### src/rtl/lane_alu_pkg.sv
package lane_alu_pkg;

  typedef enum logic [4:0] {
    OP_ADD = 5'b00000,
    OP_ADC = 5'b00001,
    OP_SUB = 5'b00010,
    OP_SBC = 5'b00011,
    OP_AND = 5'b00100,
    OP_OR  = 5'b00101,
    OP_XOR = 5'b00110,
    OP_NOT = 5'b00111,
    OP_LD0 = 5'b01000,
    OP_LD1 = 5'b01001,
    OP_LD2 = 5'b01010,
    OP_LD3 = 5'b01011,
    OP_ROL = 5'b01100,
    OP_ROR = 5'b01101,
    OP_LSL = 5'b01110,
    OP_ASR = 5'b01111,
    OP_CMP = 5'b10000,
    OP_NEG = 5'b10001
  } alu_op_e;

  typedef struct packed {
    logic z;
    logic c;
    logic n;
    logic v;
  } alu_flags_t;

  // Shift unit mode, taken from the low two code bits of the shift group
  localparam logic [1:0] SH_ROL = 2'b00;
  localparam logic [1:0] SH_ROR = 2'b01;
  localparam logic [1:0] SH_LSL = 2'b10;
  localparam logic [1:0] SH_ASR = 2'b11;

endpackage

### src/rtl/lane_alu_addsub.sv
module lane_alu_addsub #(
  parameter int W = 32
) (
  input  logic [W-1:0] add_a,
  input  logic [W-1:0] add_b,
  input  logic         sub_mode,
  input  logic         cin,
  output logic [W-1:0] sum,
  output logic         cy_out,
  output logic         ovf
);

  logic [W-1:0] b_eff;
  logic         raw_co;

  always_comb begin
    b_eff = sub_mode ? ~add_b : add_b;
    {raw_co, sum} = {1'b0, add_a} + {1'b0, b_eff} + {{W{1'b0}}, cin};
    // In subtract mode the carry flag reports a borrow
    cy_out = sub_mode ? ~raw_co : raw_co;
    ovf    = (add_a[W-1] == b_eff[W-1]) && (sum[W-1] != add_a[W-1]);
  end

endmodule

### src/rtl/lane_alu_shift.sv
module lane_alu_shift #(
  parameter int W  = 32,
  parameter int SW = 4
) (
  input  logic [W-1:0]  val,
  input  logic [SW-1:0] amt,
  input  logic [1:0]    mode,
  output logic [W-1:0]  shifted
);
  import lane_alu_pkg::*;

  logic [2*W-1:0] dbl;
  logic [2*W-1:0] dbl_l;
  logic [2*W-1:0] dbl_r;

  always_comb begin
    dbl   = {val, val};
    dbl_l = dbl << amt;
    dbl_r = dbl >> amt;
    unique case (mode)
      SH_ROL:  shifted = dbl_l[2*W-1:W];
      SH_ROR:  shifted = dbl_r[W-1:0];
      SH_LSL:  shifted = val << amt;
      default: shifted = W'($signed(val) >>> amt);
    endcase
  end

endmodule

### src/rtl/lane_alu_lane.sv
module lane_alu_lane #(
  parameter int W  = 32,
  parameter int LW = 8,
  localparam int NL   = W / LW,
  localparam int SELW = (NL > 1) ? $clog2(NL) : 1
) (
  input  logic [W-1:0]    base,
  input  logic [LW-1:0]   imm,
  input  logic [SELW-1:0] sel,
  output logic [W-1:0]    merged
);

  for (genvar k = 0; k < NL; k++) begin : g_lane
    always_comb begin
      if (int'(sel) == k)
        merged[k*LW +: LW] = imm;
      else if (k < int'(sel))
        merged[k*LW +: LW] = base[k*LW +: LW];
      else
        merged[k*LW +: LW] = '0;
    end
  end

endmodule

### src/rtl/lane_alu_flagreg.sv
module lane_alu_flagreg (
  input  logic                      clk,
  input  logic                      rst_n,
  input  logic                      upd_zn,
  input  logic                      upd_cv,
  input  lane_alu_pkg::alu_flags_t  cand,
  output lane_alu_pkg::alu_flags_t  cur
);
  import lane_alu_pkg::*;

  alu_flags_t nxt;

  always_comb begin
    nxt = cur;
    if (upd_zn) begin
      nxt.z = cand.z;
      nxt.n = cand.n;
    end
    if (upd_cv) begin
      nxt.c = cand.c;
      nxt.v = cand.v;
    end
  end

  always_ff @(posedge clk or negedge rst_n) begin
    if (!rst_n) cur <= '0;
    else        cur <= nxt;
  end

endmodule

### src/rtl/lane_alu.sv
module lane_alu #(
  parameter int DATA_W = 32,
  parameter int SH_W   = 4,
  parameter int LANE_W = 8,
  localparam int NLANE = DATA_W / LANE_W,
  localparam int LSELW = (NLANE > 1) ? $clog2(NLANE) : 1
) (
  input  logic              clk,
  input  logic              rst_n,
  input  logic              issue_en,
  input  logic [4:0]        op_code,
  input  logic [DATA_W-1:0] opnd_a,
  input  logic [DATA_W-1:0] opnd_b,
  input  logic [LANE_W-1:0] lane_imm,
  input  logic [SH_W-1:0]   shamt,
  output logic [DATA_W-1:0] res,
  output logic              res_wr,
  output logic              flag_z,
  output logic              flag_c,
  output logic              flag_n,
  output logic              flag_v
);
  import lane_alu_pkg::*;

  // Reset: asserted asynchronously, released on a clock edge
  logic rst_meta_q, rst_sync_n;
  always_ff @(posedge clk or negedge rst_n) begin
    if (!rst_n) begin
      rst_meta_q <= 1'b0;
      rst_sync_n <= 1'b0;
    end else begin
      rst_meta_q <= 1'b1;
      rst_sync_n <= rst_meta_q;
    end
  end

  alu_flags_t flags_q;
  alu_flags_t flags_cand;

  // Adder operand selection
  logic [DATA_W-1:0] as_a, as_b, as_sum;
  logic              as_sub, as_cin, as_cy, as_ovf;

  always_comb begin
    as_a   = opnd_a;
    as_b   = opnd_b;
    as_sub = 1'b0;
    as_cin = 1'b0;
    unique case (op_code)
      OP_ADC: as_cin = flags_q.c;
      OP_SUB, OP_CMP: begin
        as_sub = 1'b1;
        as_cin = 1'b1;
      end
      OP_SBC: begin
        as_sub = 1'b1;
        as_cin = ~flags_q.c;
      end
      OP_NEG: begin
        as_a   = '0;
        as_b   = opnd_a;
        as_sub = 1'b1;
        as_cin = 1'b1;
      end
      default: ;
    endcase
  end

  lane_alu_addsub #(.W(DATA_W)) u_addsub (
    .add_a   (as_a),
    .add_b   (as_b),
    .sub_mode(as_sub),
    .cin     (as_cin),
    .sum     (as_sum),
    .cy_out  (as_cy),
    .ovf     (as_ovf)
  );

  logic [DATA_W-1:0] sh_out;
  lane_alu_shift #(.W(DATA_W), .SW(SH_W)) u_shift (
    .val    (opnd_a),
    .amt    (shamt),
    .mode   (op_code[1:0]),
    .shifted(sh_out)
  );

  logic [DATA_W-1:0] lane_out;
  lane_alu_lane #(.W(DATA_W), .LW(LANE_W)) u_lane (
    .base  (opnd_a),
    .imm   (lane_imm),
    .sel   (op_code[LSELW-1:0]),
    .merged(lane_out)
  );

  // Result mux and operation classes
  logic cls_arith, cls_zn_only, cls_write;

  always_comb begin
    res         = '0;
    cls_arith   = 1'b0;
    cls_zn_only = 1'b0;
    cls_write   = 1'b1;
    unique case (op_code)
      OP_ADD, OP_ADC, OP_SUB, OP_SBC, OP_NEG: begin
        res       = as_sum;
        cls_arith = 1'b1;
      end
      OP_CMP: begin
        res       = as_sum;
        cls_arith = 1'b1;
        cls_write = 1'b0;
      end
      OP_AND: begin res = opnd_a & opnd_b; cls_zn_only = 1'b1; end
      OP_OR:  begin res = opnd_a | opnd_b; cls_zn_only = 1'b1; end
      OP_XOR: begin res = opnd_a ^ opnd_b; cls_zn_only = 1'b1; end
      OP_NOT: begin res = ~opnd_a;         cls_zn_only = 1'b1; end
      OP_ROL, OP_ROR, OP_LSL, OP_ASR: begin
        res         = sh_out;
        cls_zn_only = 1'b1;
      end
      OP_LD0, OP_LD1, OP_LD2, OP_LD3: res = lane_out;
      default: cls_write = 1'b0;
    endcase
  end

  assign res_wr = issue_en & cls_write;

  always_comb begin
    flags_cand.z = (res == '0);
    flags_cand.n = res[DATA_W-1];
    flags_cand.c = as_cy;
    flags_cand.v = as_ovf;
  end

  lane_alu_flagreg u_flags (
    .clk   (clk),
    .rst_n (rst_sync_n),
    .upd_zn(issue_en & (cls_arith | cls_zn_only)),
    .upd_cv(issue_en & cls_arith),
    .cand  (flags_cand),
    .cur   (flags_q)
  );

  assign flag_z = flags_q.z;
  assign flag_c = flags_q.c;
  assign flag_n = flags_q.n;
  assign flag_v = flags_q.v;

endmodule

### config.mk
export PLATFORM = sky130hd
export DESIGN_NAME = lane_alu
export DESIGN_NICKNAME = d
export VERILOG_FILES = /design/src/rtl/lane_alu_pkg.sv /design/src/rtl/lane_alu_addsub.sv /design/src/rtl/lane_alu_shift.sv /design/src/rtl/lane_alu_lane.sv /design/src/rtl/lane_alu_flagreg.sv /design/src/rtl/lane_alu.sv
export SDC_FILE = /design/constraint.sdc
export NUM_CORES = 1
export LEC_CHECK = 0
export BUFFER_PORTS_ARGS = -buffer_cell sky130_fd_sc_hd__buf_2
export CAP_MARGIN = 20
export CORE_ASPECT_RATIO = 0.7
export CORE_MARGIN = 3
export CORE_UTILIZATION = 65
export CTS_BUF_LIST = sky130_fd_sc_hd__clkbuf_4 sky130_fd_sc_hd__clkbuf_8 sky130_fd_sc_hd__clkbuf_16
export CTS_CLUSTER_SIZE = 28
export DETAILED_ROUTE_END_ITERATION = 10
export PLACE_DENSITY = 0.95
export SYNTH_ARGS = -nofsm -noshare
export SYNTH_HDL_FRONTEND = slang
export SYNTH_HIERARCHICAL = 1
export SYNTH_SLANG_ARGS = --single-unit
### constraint.sdc
create_clock -name clk -period 6.73 [get_ports clk]
set_input_delay 0.3365 -clock clk [delete_from_list [all_inputs] [get_ports clk]]
set_output_delay 0.3365 -clock clk [all_outputs]
set_load 0.02 [all_outputs]
==> results.txt <==
# IOs -> 121
Xor/xnor cell area share of the yosys netlist -> 5.19%
FF-to-FF path depth -> 18
Top post-synthesis cells by area -> ha_1 11%, mux4_2 10%, mux2i_1 6.1%, mux2_2 5.9%, nand2_1 5.7%
Crit-path max FO -> 39
Post-Synth Simple-Gate Area -> 20.7%
Fin cells -> 1,627
Synth cell types -> 89
Clock root buffer -> clkbuf_16
CTS tree -> yes
Clock Skews -> 0.271 ps
Cell family with most CP delay -> simple AND/OR/NAND/NOR gates
CTS clk-pin slew, worst paths -> 30 ps
Mapped Cells -> 1,397
Vias/cell -> 7.23
Worst setup SP type -> primary input
Setup WS pre-CTS -> 1510 ps
Synth Area in Compound Gates -> 24.9%
Slew HR -> 27.3%
Reg2reg setup slack -> 1830 ps
Final setup fails -> 0
# clock sinks -> 6
GRT Overall Usage -> 42.1%
H-tree levels -> 1
Unrepaired setup endpoints after global routing -> false
Final WL -> 39,900 um
Grt ovf -> 0
Yosys Warn Count -> 6
Initial core utilization -> 67.5%
Seq/Total Area, Yosys -> 1.41%
Max-cap violations -> 0
Slowest-stage cell, CP -> o311ai_2
Prevailing post-synth register cell -> dfrtp_1
DIE HEIGHT -> 113 um
Clk buf depth -> 2
Initial antenna violation count -> 2
FF-to-FF Start -> u_flags/cur[2]
CP Class -> primary input to register
Critical Path Sink Type -> register
Post-synth EDFFs -> 0
Initial drt markers -> 2,425
Router iterations before antenna repair -> 7
Worst Path Buf+Inv -> 3
Pleak -> 5.09 nW
Worst-path cell chain -> buf_2 -> buf_4 -> nor3_2 -> buf_4 -> xor2_1 -> ha_1 -> nor2b_1 -> o2111ai_1 -> a21oi_1 -> nor2_1 -> o311ai_2 -> a31oi_1 -> xnor2_1 -> a22oi_1 -> nand3_1 -> nor4_1 -> nand4_1 -> nor2_1 -> mux2_2
Yosys top cell by area -> ha_1
Layout cell share with drive strength beyond 1 -> 20.4%
Min-delay worst type -> register to async pin
Final hold viol count -> 0
Crit path largest cell delay -> 650 ps
Rows -> 38
FF+latch count, synth -> 6
Die ar. -> 17,900 sq um
DR WL/cell -> 24.5 um
Largest net degree at the start of global routing -> 84
# placed instances -> 1,621
Fin crit period -> 5290 ps
Routed via count -> 11,800
Post-Synth Adder-Cell Area -> 11.6%
Worst-margin pin slew -> 1080 ps
Worst-skew pair later-pin latency -> 230 ps
Synthesized Nets -> 1,578
Placer Congestion -> 1.07
Tcrit/Tclk final -> 78.6%
Final Max Tran Viols -> 0
Remaining antenna violation count -> 0
P per Cell Area -> 117 nW/um^2
Top cell type's share of synthesized area -> 11.2%
Number of buffers created by CTS -> 3
Worst vdd ir -> 0.000181 V
First-pass GRT wire length -> 60,700 um
Main combinational cell family by area after synthesis -> multiplexers
I/O Buffers -> 120
Min setup slack post-route -> 1440 ps
Die Wd -> 159 um
Post-synthesis cell area -> 10,600 sq um
DRC -> 0
Dpl hpwl -> 29,100 um
Syn avg cell area -> 7.60 sq um
Area of the core -> 15,700 sq um
Area Growth Syn to Fin -> 4.18%
Post-synth ARST share -> 100%
Reg2reg end -> u_flags/cur[3]
Setup_tns -> 0 ps
Final nets -> 1,588
Most frequent cells in the layout -> 160 x nand2_1, 117 x buf_2, 95 x ha_1
WP data arrival -> 5460 ps
Most common cell after layout, fill and taps aside -> nand2_1
Worst Path Required -> 6900 ps
Vias in the first global route -> 10,400
Highest clock rate -> 189 MHz
Postcts setup bufs -> 0
Status -> completed
Mux contribution to synthesized area -> 26.7%
how the worst max path moves through the flow:
stage / start / endpoint / cells past startpoint / slack, ps
2_1_floorplan: op_code[2] / u_flags/cur[3] / 22 / 2050
3_3_place_gp: op_code[2] / u_flags/cur[3] / 19 / 1610
3_5_place_dp: op_code[2] / u_flags/cur[3] / 19 / 1510
4_1_cts: op_code[2] / u_flags/cur[3] / 19 / 1650
5_1_grt: op_code[3] / u_flags/cur[3] / 21 / 1190
6_report: op_code[2] / u_flags/cur[3] / 19 / 1440
final cells by class:
type / count / area, sq um
inverters: 80 / 300
fillers: 1271 / 4670
flip-flops and latches: 6 / 150
well taps: 220 / 275
diodes: 2 / 5.00
multi-input cells: 1178 / 9510
repair buffers: 138 / 749
clock buffers: 3 / 75.1
worst register-to-register path, cell delays in order, from the launching register on:
cell and delay (ps):
dfrtp_1 470, a21oi_1 120, xor2_1 170, nor3_1 190, inv_1 100, fa_1 420, nor2b_1 200, o2111ai_1 160
a21oi_1 270, nor2_1 150, o311ai_2 650, a31oi_1 220, xnor2_1 180, a22oi_1 290, nand3_1 210, nor4_1 500
nand4_1 170, nor2_1 180, mux2_2 170
registers in the layout, indices dropped and copies added, names as in the netlist:
name / flops
rst_meta_q: 1
rst_sync_n: 1
u_flags/cur: 4
Yosys cell counts, types with 6 or more instances:
master and instances:
o21bai_1 7, nor2b_1 45, buf_6 16, a22oi_1 28
clkbuf_1 65, mux2i_1 65, nor3_1 16, xor2_1 41
nand3_1 52, a22o_1 8, a31oi_1 9, a221oi_1 6
o211ai_1 64, mux2_1 7, ha_1 95, a21o_1 15
o21a_1 9, nor2_1 60, nor4_1 11, mux4_1 8
nand2_1 160, nand2b_1 8, mux2_4 11, and3_1 15
a211oi_1 18, buf_1 6, mux4_2 49, o31ai_1 7
dfrtp_1 6, inv_1 78, buf_2 40, o21ai_0 78
a21oi_1 60, xnor2_1 22, nand4_1 8, mux2_2 56
and2_1 44
where the power goes:
part	internal (mW)	switching, mW
Combinational	0.436	0.707
Clock	0.0763	0.0207
Sequential	0.0429	0.00917
Total	0.555	0.737
routing by layer:
layer | GRT usage, % | vias to the layer above | share of wire [%]
met3 | 14.2 | 101 | 17
met5 | 0 | - | 0.075
met4 | 6.12 | 4 | 2.0
met2 | 60.9 | 966 | 40
li1 | - | 5168 | -
met1 | 62.0 | 5526 | 41
stage by stage:
step	power [mW]	utilization, %	area (sq um)	hold WS [ps]
6_report	1.29	70.3	11100	60.8
5_1_grt	1.36	70.3	11100	75.9
4_1_cts	1.24	70.3	11100	60.2
3_5_place_dp	1.13	69.7	11000	59.2
3_3_place_gp	1.12	69.7	11000	53.3
2_1_floorplan	0.829	-	10600	40.3
repair_timing:
action                                 in CTS  in global routing
hold buffers                                1                  0
gates resized for setup                     0                  0
endpoints found under the hold margin       2                  0
cell families after synthesis:
group                      Yosys count
and+or+nand+nor                    442
AOI/OAI and AO/OA                  379
buffers and inverters              213
muxes                              196
adders and majority gates           97
xor gates and xnor gates            63
DFF                                  6
other                                1
Power figures use the tool's default switching activity.
